**config.mk**
```make
export PLATFORM = sky130hd
export DESIGN_NAME = mono_ctr_bank
export DESIGN_NICKNAME = d
export VERILOG_FILES = /design/src/rtl/mctr_pkg.sv /design/src/rtl/mctr_cell.sv /design/src/rtl/mctr_rsp.sv /design/src/rtl/mono_ctr_bank.sv
export SDC_FILE = /design/constraint.sdc
export NUM_CORES = 1
export LEC_CHECK = 0
export BUFFER_PORTS_ARGS = -buffer_cell sky130_fd_sc_hd__buf_4
export CORE_ASPECT_RATIO = 2
export CORE_MARGIN = 8
export CORE_UTILIZATION = 55
export CTS_CLUSTER_SIZE = 10
export DETAILED_ROUTE_END_ITERATION = 7
export PLACE_DENSITY = 0.78
export SLEW_MARGIN = 0
export SYNTH_ARGS = -nofsm -noshare
export SYNTH_HDL_FRONTEND = slang
export SYNTH_HIERARCHICAL = 1
export SYNTH_SLANG_ARGS = --single-unit
```
**constraint.sdc**
```tcl
create_clock -name clk -period 4.6 [get_ports clk]
set_input_delay 0.92 -clock clk [delete_from_list [all_inputs] [get_ports clk]]
set_output_delay 0.92 -clock clk [all_outputs]
set_load 0.01 [all_outputs]
```
**src/rtl/mctr_pkg.sv**
```systemverilog
package mctr_pkg;
   typedef enum logic {
      OP_READ = 1'b0,
      OP_INCR = 1'b1
   } mctr_op_e;
endpackage

```
**src/rtl/mctr_cell.sv**
```systemverilog
module mctr_cell #(
   parameter int unsigned CTR_W = 24
) (
   input  logic             clk,
   input  logic             rst_n,
   input  logic             init,
   input  logic             inc_en,
   input  logic [CTR_W-1:0] inc_val,
   output logic [CTR_W-1:0] value,
   output logic [CTR_W-1:0] next_val,
   output logic             fits
);
   logic [CTR_W:0] sum;

   assign sum      = {1'b0, value} + {1'b0, inc_val};
   assign fits     = ~sum[CTR_W];
   assign next_val = fits ? sum[CTR_W-1:0] : value;

   always_ff @(posedge clk) begin
      if (init)
         value <= '0;
      else if (inc_en && fits)
         value <= sum[CTR_W-1:0];
   end


   mono_chk: assert property (@(posedge clk) disable iff (!rst_n)
      !$past(init) |-> value >= $past(value));

   no_overflow_chk: assert property (@(posedge clk) disable iff (!rst_n)
      (inc_en && !init && (({1'b0, value} + {1'b0, inc_val}) > {1'b0, {CTR_W{1'b1}}})) |=> $stable(value));

   init_clear_chk: assert property (@(posedge clk) disable iff (!rst_n)
      init |=> value == '0);
endmodule

```
**src/rtl/mctr_rsp.sv**
```systemverilog
module mctr_rsp #(
   parameter int unsigned CTR_W = 24
) (
   input  logic             clk,
   input  logic             rst_n,
   input  logic             d_valid,
   input  logic             d_ack,
   input  logic [CTR_W-1:0] d_data,
   output logic             rsp_valid,
   output logic             rsp_ack,
   output logic [CTR_W-1:0] rsp_data
);
   always_ff @(posedge clk or negedge rst_n) begin
      if (!rst_n) begin
         rsp_valid <= 1'b0;
         rsp_ack   <= 1'b0;
         rsp_data  <= '0;
      end else begin
         rsp_valid <= d_valid;
         rsp_ack   <= d_valid & d_ack;
         if (d_valid)
            rsp_data <= d_data;
      end
   end


   ack_qual_chk: assert property (@(posedge clk) disable iff (!rst_n)
      rsp_ack |-> rsp_valid);
endmodule

```
**src/rtl/mono_ctr_bank.sv**
```systemverilog
module mono_ctr_bank #(
   parameter int unsigned NUM_CTR = 3,
   parameter int unsigned CTR_W   = 24,
   parameter int unsigned IDX_W   = 2
) (
   input  logic             clk,
   input  logic             rst_n,
   input  logic             init,
   input  logic             cmd_valid,
   input  logic             cmd_op,
   input  logic [IDX_W-1:0] cmd_idx,
   input  logic [CTR_W-1:0] cmd_inc,
   output logic             rsp_valid,
   output logic             rsp_ack,
   output logic [CTR_W-1:0] rsp_data
);
   import mctr_pkg::*;

   localparam int unsigned   RD_BYTES  = CTR_W / 8;
   localparam logic [IDX_W:0] NUM_CTR_L = (IDX_W + 1)'(NUM_CTR);

   if (CTR_W % 8 != 0 || RD_BYTES == 0) begin : g_bad_width
      $error("CTR_W must be a nonzero multiple of 8");
   end
   if (NUM_CTR == 0 || NUM_CTR > (1 << IDX_W)) begin : g_bad_count
      $error("NUM_CTR must be 1 .. 2**IDX_W");
   end

   mctr_op_e         op;
   logic             sel_ok;
   logic             is_incr;
   logic [CTR_W-1:0] val_a  [NUM_CTR];
   logic [CTR_W-1:0] nxt_a  [NUM_CTR];
   logic             fit_a  [NUM_CTR];
   logic             d_ack;
   logic [CTR_W-1:0] d_data;

   assign op      = mctr_op_e'(cmd_op);
   assign sel_ok  = {1'b0, cmd_idx} < NUM_CTR_L;
   assign is_incr = (op == OP_INCR);

   for (genvar g = 0; g < NUM_CTR; g++) begin : g_ctr
      logic hit;
      assign hit = cmd_valid && sel_ok && (cmd_idx == IDX_W'(g));

      mctr_cell #(.CTR_W(CTR_W)) i_cell (
         .clk      (clk),
         .rst_n    (rst_n),
         .init     (init),
         .inc_en   (hit && is_incr),
         .inc_val  (cmd_inc),
         .value    (val_a[g]),
         .next_val (nxt_a[g]),
         .fits     (fit_a[g])
      );


      read_hold_chk: assert property (@(posedge clk) disable iff (!rst_n)
         (cmd_valid && !cmd_op && !init) |=> $stable(val_a[g]));

      other_hold_chk: assert property (@(posedge clk) disable iff (!rst_n)
         (cmd_valid && (cmd_idx != IDX_W'(g)) && !init) |=> $stable(val_a[g]));
   end

   always_comb begin
      d_ack  = 1'b0;
      d_data = '0;
      for (int k = 0; k < NUM_CTR; k++) begin
         if (sel_ok && cmd_idx == IDX_W'(k)) begin
            d_ack  = is_incr ? fit_a[k] : 1'b1;
            d_data = is_incr ? nxt_a[k] : val_a[k];
         end
      end
   end

   mctr_rsp #(.CTR_W(CTR_W)) i_rsp (
      .clk       (clk),
      .rst_n     (rst_n),
      .d_valid   (cmd_valid),
      .d_ack     (d_ack),
      .d_data    (d_data),
      .rsp_valid (rsp_valid),
      .rsp_ack   (rsp_ack),
      .rsp_data  (rsp_data)
   );


   bad_idx_nak_chk: assert property (@(posedge clk) disable iff (!rst_n)
      (cmd_valid && ({1'b0, cmd_idx} >= NUM_CTR_L)) |=> (rsp_valid && !rsp_ack));

   rsp_follow_chk: assert property (@(posedge clk) disable iff (!rst_n)
      cmd_valid |=> rsp_valid);

   no_spur_chk: assert property (@(posedge clk) disable iff (!rst_n)
      !cmd_valid |=> !rsp_valid);
endmodule

```
==> impl_metrics.ini, run 1 <==
[critical_path]
critPathLaunchType = primary input
end_kind = flip-flop
crit_type = in -> reg
crit_required_ps = 4840
cpPeakStageDelay_ps = 450
timing.rr.end = i_rsp/rsp_data[20]
cp.arrival_ps = 4280
crit_fanout = 5
r2r_setup_slack_ps = 890
crit_path_frequent_cell = mux2_4
crit_slowest_cell = a311oi_1
path_cells = buf_4 > ha_1 > fa_1 > a211oi_1 > o21ai_2 > o2111ai_1 > nand4_1 > a311oi_1 > xnor2_1 > mux2_4 > mux2_2 > nand3_1 > o221ai_1 > mux2_4
ff2ff_path_depth = 13
regToRegStartpoint = g_ctr[0].i_cell/value[0]

[clock_network]
cts.clk_slew.worst_paths_ps = 70
cts_buffers = 9
ctsHoldBuffers = 0
cts-root-buf = clkbuf_16
cts_setup_buffers = 0
clk_latency_ps = 360
clock_sinks = 98
htreeDepth = 3
ctsResizeCount = 0
cts_tree = built
clockBufferDepth = 2

[timing]
hold_slack_ps = 491.0
post-route-min-period_ps = 4032
min_period_over_period_pct = 87.66
slew_headroom_pct = 35.93
hold_viol = 0
rsz0062_at_grt = false
finalSetupTns_ps = 0
drv_slew = 0
tightest_slew_ps = 956.6
worst_clock_skew_ps = 10.21
setup_viol = 0
fmax_mhz = 248.0

[synthesis]
synthTopCellsByCount = nor2_1, mux2i_1, nand2_1
async_reset_ff_share_pct = 26.53
synthFlopType = dfxtp_1
ys_seq_area_share_pct = 21.17
synthDistinctLibCells = 76
syn_inst = 1085
synth_nets = 1191
yosysTopAreaCellShare_pct = 14.59
yosys_warnings = 6
yosys-top-cells-area = dfxtp_1, mux2_4, ha_1
ys_ff_latch = 98
yosysTopAreaCell = dfxtp_1
synth_most_common_cell = nor2_1
netlist_area_sq_mm = 0.009882
synth-edff-count = 0
syn_area_per_cell_sq_um = 9.108

[floorplan]
dieArea_sq_mm = 0.02277
ios = 57
die_y_um = 205.6
coreArea_sq_mm = 0.01770
rows = 69
start_util_pct = 55.84
dieWidth_um = 110.8

[power_and_ir_drop]
power.internal_mw = 1.878
leakage_nw = 4.837
power_mw = 2.778
comb_power_share_pct = 33.1
power_frac_seq_pct = 34.6
sw_frac_of_total_pct = 32.39
power.switching_uw = 900.0
ir_drop_mv = 0.2081
p_per_area_mw_per_mm2 = 260.7
power_frac_clock_pct = 32.3

[finish]
final_util_pct = 60.23
fillers = 1480
area_growth_pct = 7.863
nets = 1215
multiInputGateArea_sq_mm = 0.007316
n_antenna_cell = 0
fin_cells = 1327
regArea_sq_mm = 0.002092
final_layout_size_suffix_gt1_share_pct = 21.27

[status]
status = finished clean

[routing]
drc = 0
num_vias = 8727
viasPerCell = 6.576
routed_wl_mm = 28.76
firstDrtPassIters = 5
avgRoutedWirePerCell_um = 21.67
ant_nets = 0
drt_iter0_drc = 668

[place]
hpwl_mm = 21.56
gp_congestion = 1.018
port_buffers = 56
placed_cells = 1311

[global_route]
grt_pass1_wl_mm = 45.39
grt_usage_pct = 24.58
grt_max_degree = 75
overflow = 0
antenna_found_initial = 0
grt_pass1_vias = 8668

[min_path]
holdCritPathClass = in -> async

[job]
cap_violations = 0
==> metrics by stage <==
step | cell area [sq um] | setup slack, ps
after floorplan | 9882 | 651.8
final | 10660 | 567.7
after detailed placement | 10320 | 228.9
after CTS | 10660 | 581.7
after global placement | 10320 | 267.9
after global routing | 10660 | 436.0
==> cells by family (layout without fill, tap and decap cells) <==
family	count (synthesis)	after routing	share of synthesized area, %
DFF	98	98	21.17
AOI/OAI and AO/OA	288	288	20.73
buffers and inverters	76	105	4.824
xor gates and xnor gates	64	64	5.672
muxes	202	202	24.65
and+or+nand+nor	282	282	13.23
adders and majority gates	75	75	9.724
==> cells in the final DEF (no fill, tap or decap), types with 7 or more instances in the layout <==
cell and n:
a21oi_1 70, mux2_1 12, nand2b_1 10, xor2_1 20
mux2_2 35, dfrtp_1 26, o21ai_0 46, ha_1 72
inv_1 12, mux2i_1 84, mux2_4 71, a31oi_1 23
o211ai_1 19, a211oi_1 14, dfxtp_1 72, nand4_1 11
nor2_1 96, nor3_1 9, nand2_1 80, o21ai_1 12
a21o_1 22, buf_4 69, a221oi_2 7, clkbuf_16 9
nand3_1 32, o221ai_1 14, xnor2_1 44
==> power by group through the flow <==
stage	sequential (mW)	combinational [mW]	clock, mW
3_3_place_gp	0.977	0.883	0
2_1_floorplan	0.975	0.664	0
6_report	0.962	0.920	0.896
4_1_cts	0.960	0.908	0.901
5_1_grt	0.968	0.988	0.933
3_5_place_dp	0.978	0.900	0
==> registers in the layout, indices dropped and copies added (netlist names) <==
signal,cells
g_ctr.i_cell/value,72
i_rsp/rsp_ack,1
i_rsp/rsp_data,24
i_rsp/rsp_valid,1
==> routing by layer <==
layer / vias up / part of all wire, % / GRT usage [%] / wire (um)
li1: 4095 / - / - / -
met1: 4209 / 39 / 26.55 / 11070
met2: 331 / 52 / 45.04 / 14980
met3: 92 / 4.9 / 3.123 / 1399
met4: 0 / 4.5 / 13.79 / 1306
met5: - / 0 / 0 / 0
==> critical path, delay by kind of cell <==
kind,cells,cell delay (ps)
xor+xnor,1,170
buf+inv,1,130
mux,3,810
fa+ha+maj,2,650
simple gates,2,310
compound gates,5,1280
==> worst max-delay path by stage <==
stage,slack [ps],start,cells after the start,end
global placement,270,cmd_inc[0],15,i_rsp/rsp_data[1]
CTS,580,cmd_inc[0],15,i_rsp/rsp_data[1]
floorplan,650,cmd_inc[0],14,i_rsp/rsp_data[10]
finish,570,cmd_inc[0],14,i_rsp/rsp_data[20]
global route,440,cmd_inc[0],15,i_rsp/rsp_data[5]
detailed placement,230,cmd_inc[0],15,i_rsp/rsp_data[1]
==> layout make-up <==
| type | instances | share of cell area, % |
|---|---|---|
| timing repair buffer | 72 | 5.423 |
| clock inverter | 7 | 1.103 |
| tap | 213 | 2.500 |
| clock buffer | 9 | 2.113 |
| sequential | 98 | 19.63 |
| multi-input combinational | 911 | 68.63 |
| inverter | 17 | 0.5987 |
No activity file was read; power rests on OpenSTA's default activity.
==> inputs of run 2 (changes only) <==
Clock period 4.6 ns to 3.9 ns, I/O delays scaled along.
==> run 2 against run 1 <==
Effect of this change: core utilization rose by 3.3 points; sequential power rose by 17%; final cell count rose by 5.8%; setup slack got worse by 440 ps; power rose by 19%; critical path type unchanged; highest routed layer unchanged.
==> impl_metrics.ini, run 2 (synthesis results as in run 1) <==
[clock_network]
htreeDepth = 3
cts.clk_slew.worst_paths_ps = 70
ctsHoldBuffers = 0
cts_tree = built
clock_sinks = 98
clk_latency_ps = 360
cts-root-buf = clkbuf_16
cts_buffers = 9
ctsResizeCount = 0
clockBufferDepth = 2
cts_setup_buffers = 0

[floorplan]
dieWidth_um = 110.8
dieArea_sq_mm = 0.02277
start_util_pct = 55.84
die_y_um = 205.6
coreArea_sq_mm = 0.01770
rows = 69
ios = 57

[timing]
setup_viol = 0
rsz0062_at_grt = false
min_period_over_period_pct = 96.67
worst_clock_skew_ps = 10.66
post-route-min-period_ps = 3770
hold_viol = 0
drv_slew = 0
fmax_mhz = 265.2
slew_headroom_pct = 42.22
tightest_slew_ps = 866.7

[routing]
num_vias = 8911
drt_iter0_drc = 533
top_layer_used = met4
avgRoutedWirePerCell_um = 21.46
firstDrtPassIters = 5
drc = 0
wl_met1_mm = 11.73
route.met3.wl_mm = 1.007
routed_wl_mm = 30.13
ant_nets = 0
viasPerCell = 6.347
wl_met2_mm = 15.74

[critical_path]
crit_path_frequent_cell = mux2_4
regToRegStartpoint = g_ctr[2].i_cell/value[0]
path_cells = buf_4 > ha_1 > fa_1 > a211oi_2 > o21ai_2 > o2111ai_1 > nand2_2 > a31oi_4 > o221ai_4 > buf_12 > mux2_4 > mux2_2 > nand3_1 > o221ai_1 > mux2_4
cp.arrival_ps = 4010
crit_required_ps = 4140
crit_slowest_cell = fa_1
critPathLaunchType = primary input
r2r_setup_slack_ps = 310
crit_fanout = 17
cpPeakStageDelay_ps = 420
timing.rr.end = i_rsp/rsp_data[16]
end_kind = flip-flop
ff2ff_path_depth = 12
crit_type = in -> reg

[finish]
top_register = g_ctr.i_cell/value
n_antenna_cell = 0
top_regs = g_ctr.i_cell/value: 72 flops, i_rsp/rsp_data: 24 flops
final_layout_size_suffix_gt1_share_pct = 26.28
largest_reg_flops = 72
fin_area_sq_mm = 0.01124
area_growth_pct = 13.79
layout_commonest_cell = buf_4
final_cell_mix = buf_4, nor2_1, mux2i_1, nand2_1
fin_cells = 1404
nets = 1292
final_util_pct = 63.53

[min_path]
holdCritPathClass = in -> async

[status]
status = finished clean

[power_and_ir_drop]
ir_drop_mv = 0.1683
power_frac_seq_pct = 34.4
comb_power_share_pct = 35.6
power.internal_mw = 2.232
leakage_nw = 5.218
p_per_area_mw_per_mm2 = 293.2
power.switching_mw = 1.065
sw_frac_of_total_pct = 32.29
power_frac_clock_pct = 30.0

[global_route]
grt_max_degree = 75
grt_pass1_wl_mm = 47.47
grt_pass1_vias = 9191
overflow = 0
grt_usage_pct = 25.75
antenna_found_initial = 0

[place]
place_area_sq_mm = 0.01092
port_buffers = 56
hpwl_mm = 23.51
gp_congestion = 0.9924
placed_cells = 1388

[job]
cap_violations = 0
## run 2: cell count changes in the layout (fill, tap and decap cells not counted), sizes merged
cell / change
inv: +1
clkinv: -3
bufinv: -1
clkbuf: +3
buf: +77
## run 2: power groups by stage
stage                     combinational (mW)  clock (mW)  sequential (mW)
final                                   1.17       0.990             1.13
after detailed placement                1.15           0             1.15
after CTS                               1.16       0.999             1.13
after global routing                    1.26        1.04             1.14
after floorplan                        0.784           0             1.15
after global placement                  1.12           0             1.15
## run 2: worst max-delay path, delay by kind of cell
family	cells	cell delay, ps
muxes	3	850
AOI/OAI and AO/OA	6	1170
adders and majority gates	2	630
buffers and inverters	2	330
and+or+nand+nor	2	230
## run 2: area by class of cell
type                            instances  area, sq um
Clock buffer                           12        246.5
Clock inverter                          4        73.82
Fill cell                            1438         6454
Inverter                               17        63.81
Multi-Input combinational cell        911         7321
Sequential cell                        98         2092
Tap cell                              213        266.5
Timing Repair Buffer                  149         1181
## run 2: worst max-delay path by stage
stage                from           endpoint  slack [ps]  cells after the start
6_report       cmd_inc[0]  i_rsp/rsp_data[9]         130                     15
5_1_grt        cmd_inc[0]  i_rsp/rsp_data[9]          20                     15
4_1_cts        cmd_inc[0]  i_rsp/rsp_data[9]          80                     15
3_5_place_dp   cmd_inc[0]  i_rsp/rsp_data[6]        -270                     15
3_3_place_gp   cmd_inc[0]  i_rsp/rsp_data[4]        -190                     15
2_1_floorplan  cmd_inc[0]  i_rsp/rsp_data[6]          90                     14
## run 2: routing by layer
| layer | vias up | track usage [%] |
|---|---|---|
| met4 | 0 | 16.95 |
| met2 | 258 | 47.99 |
| li1 | 4261 | - |
| met1 | 4297 | 26.56 |
| met3 | 95 | 2.773 |
| met5 | - | 0 |
## run 2: through the flow
step | hold slack [ps] | setup WS [ps] | total power, mW | TNS [ps]
after detailed placement | 497.6 | -267.5 | 2.302 | -5093
after CTS | 353.8 | 79.44 | 3.289 | 0
final | 346.5 | 129.8 | 3.297 | 0
after floorplan | 482.7 | 91.83 | 1.933 | 0
after global placement | 498.0 | -193.5 | 2.275 | -3488
after global routing | 368.3 | 19.12 | 3.433 | 0
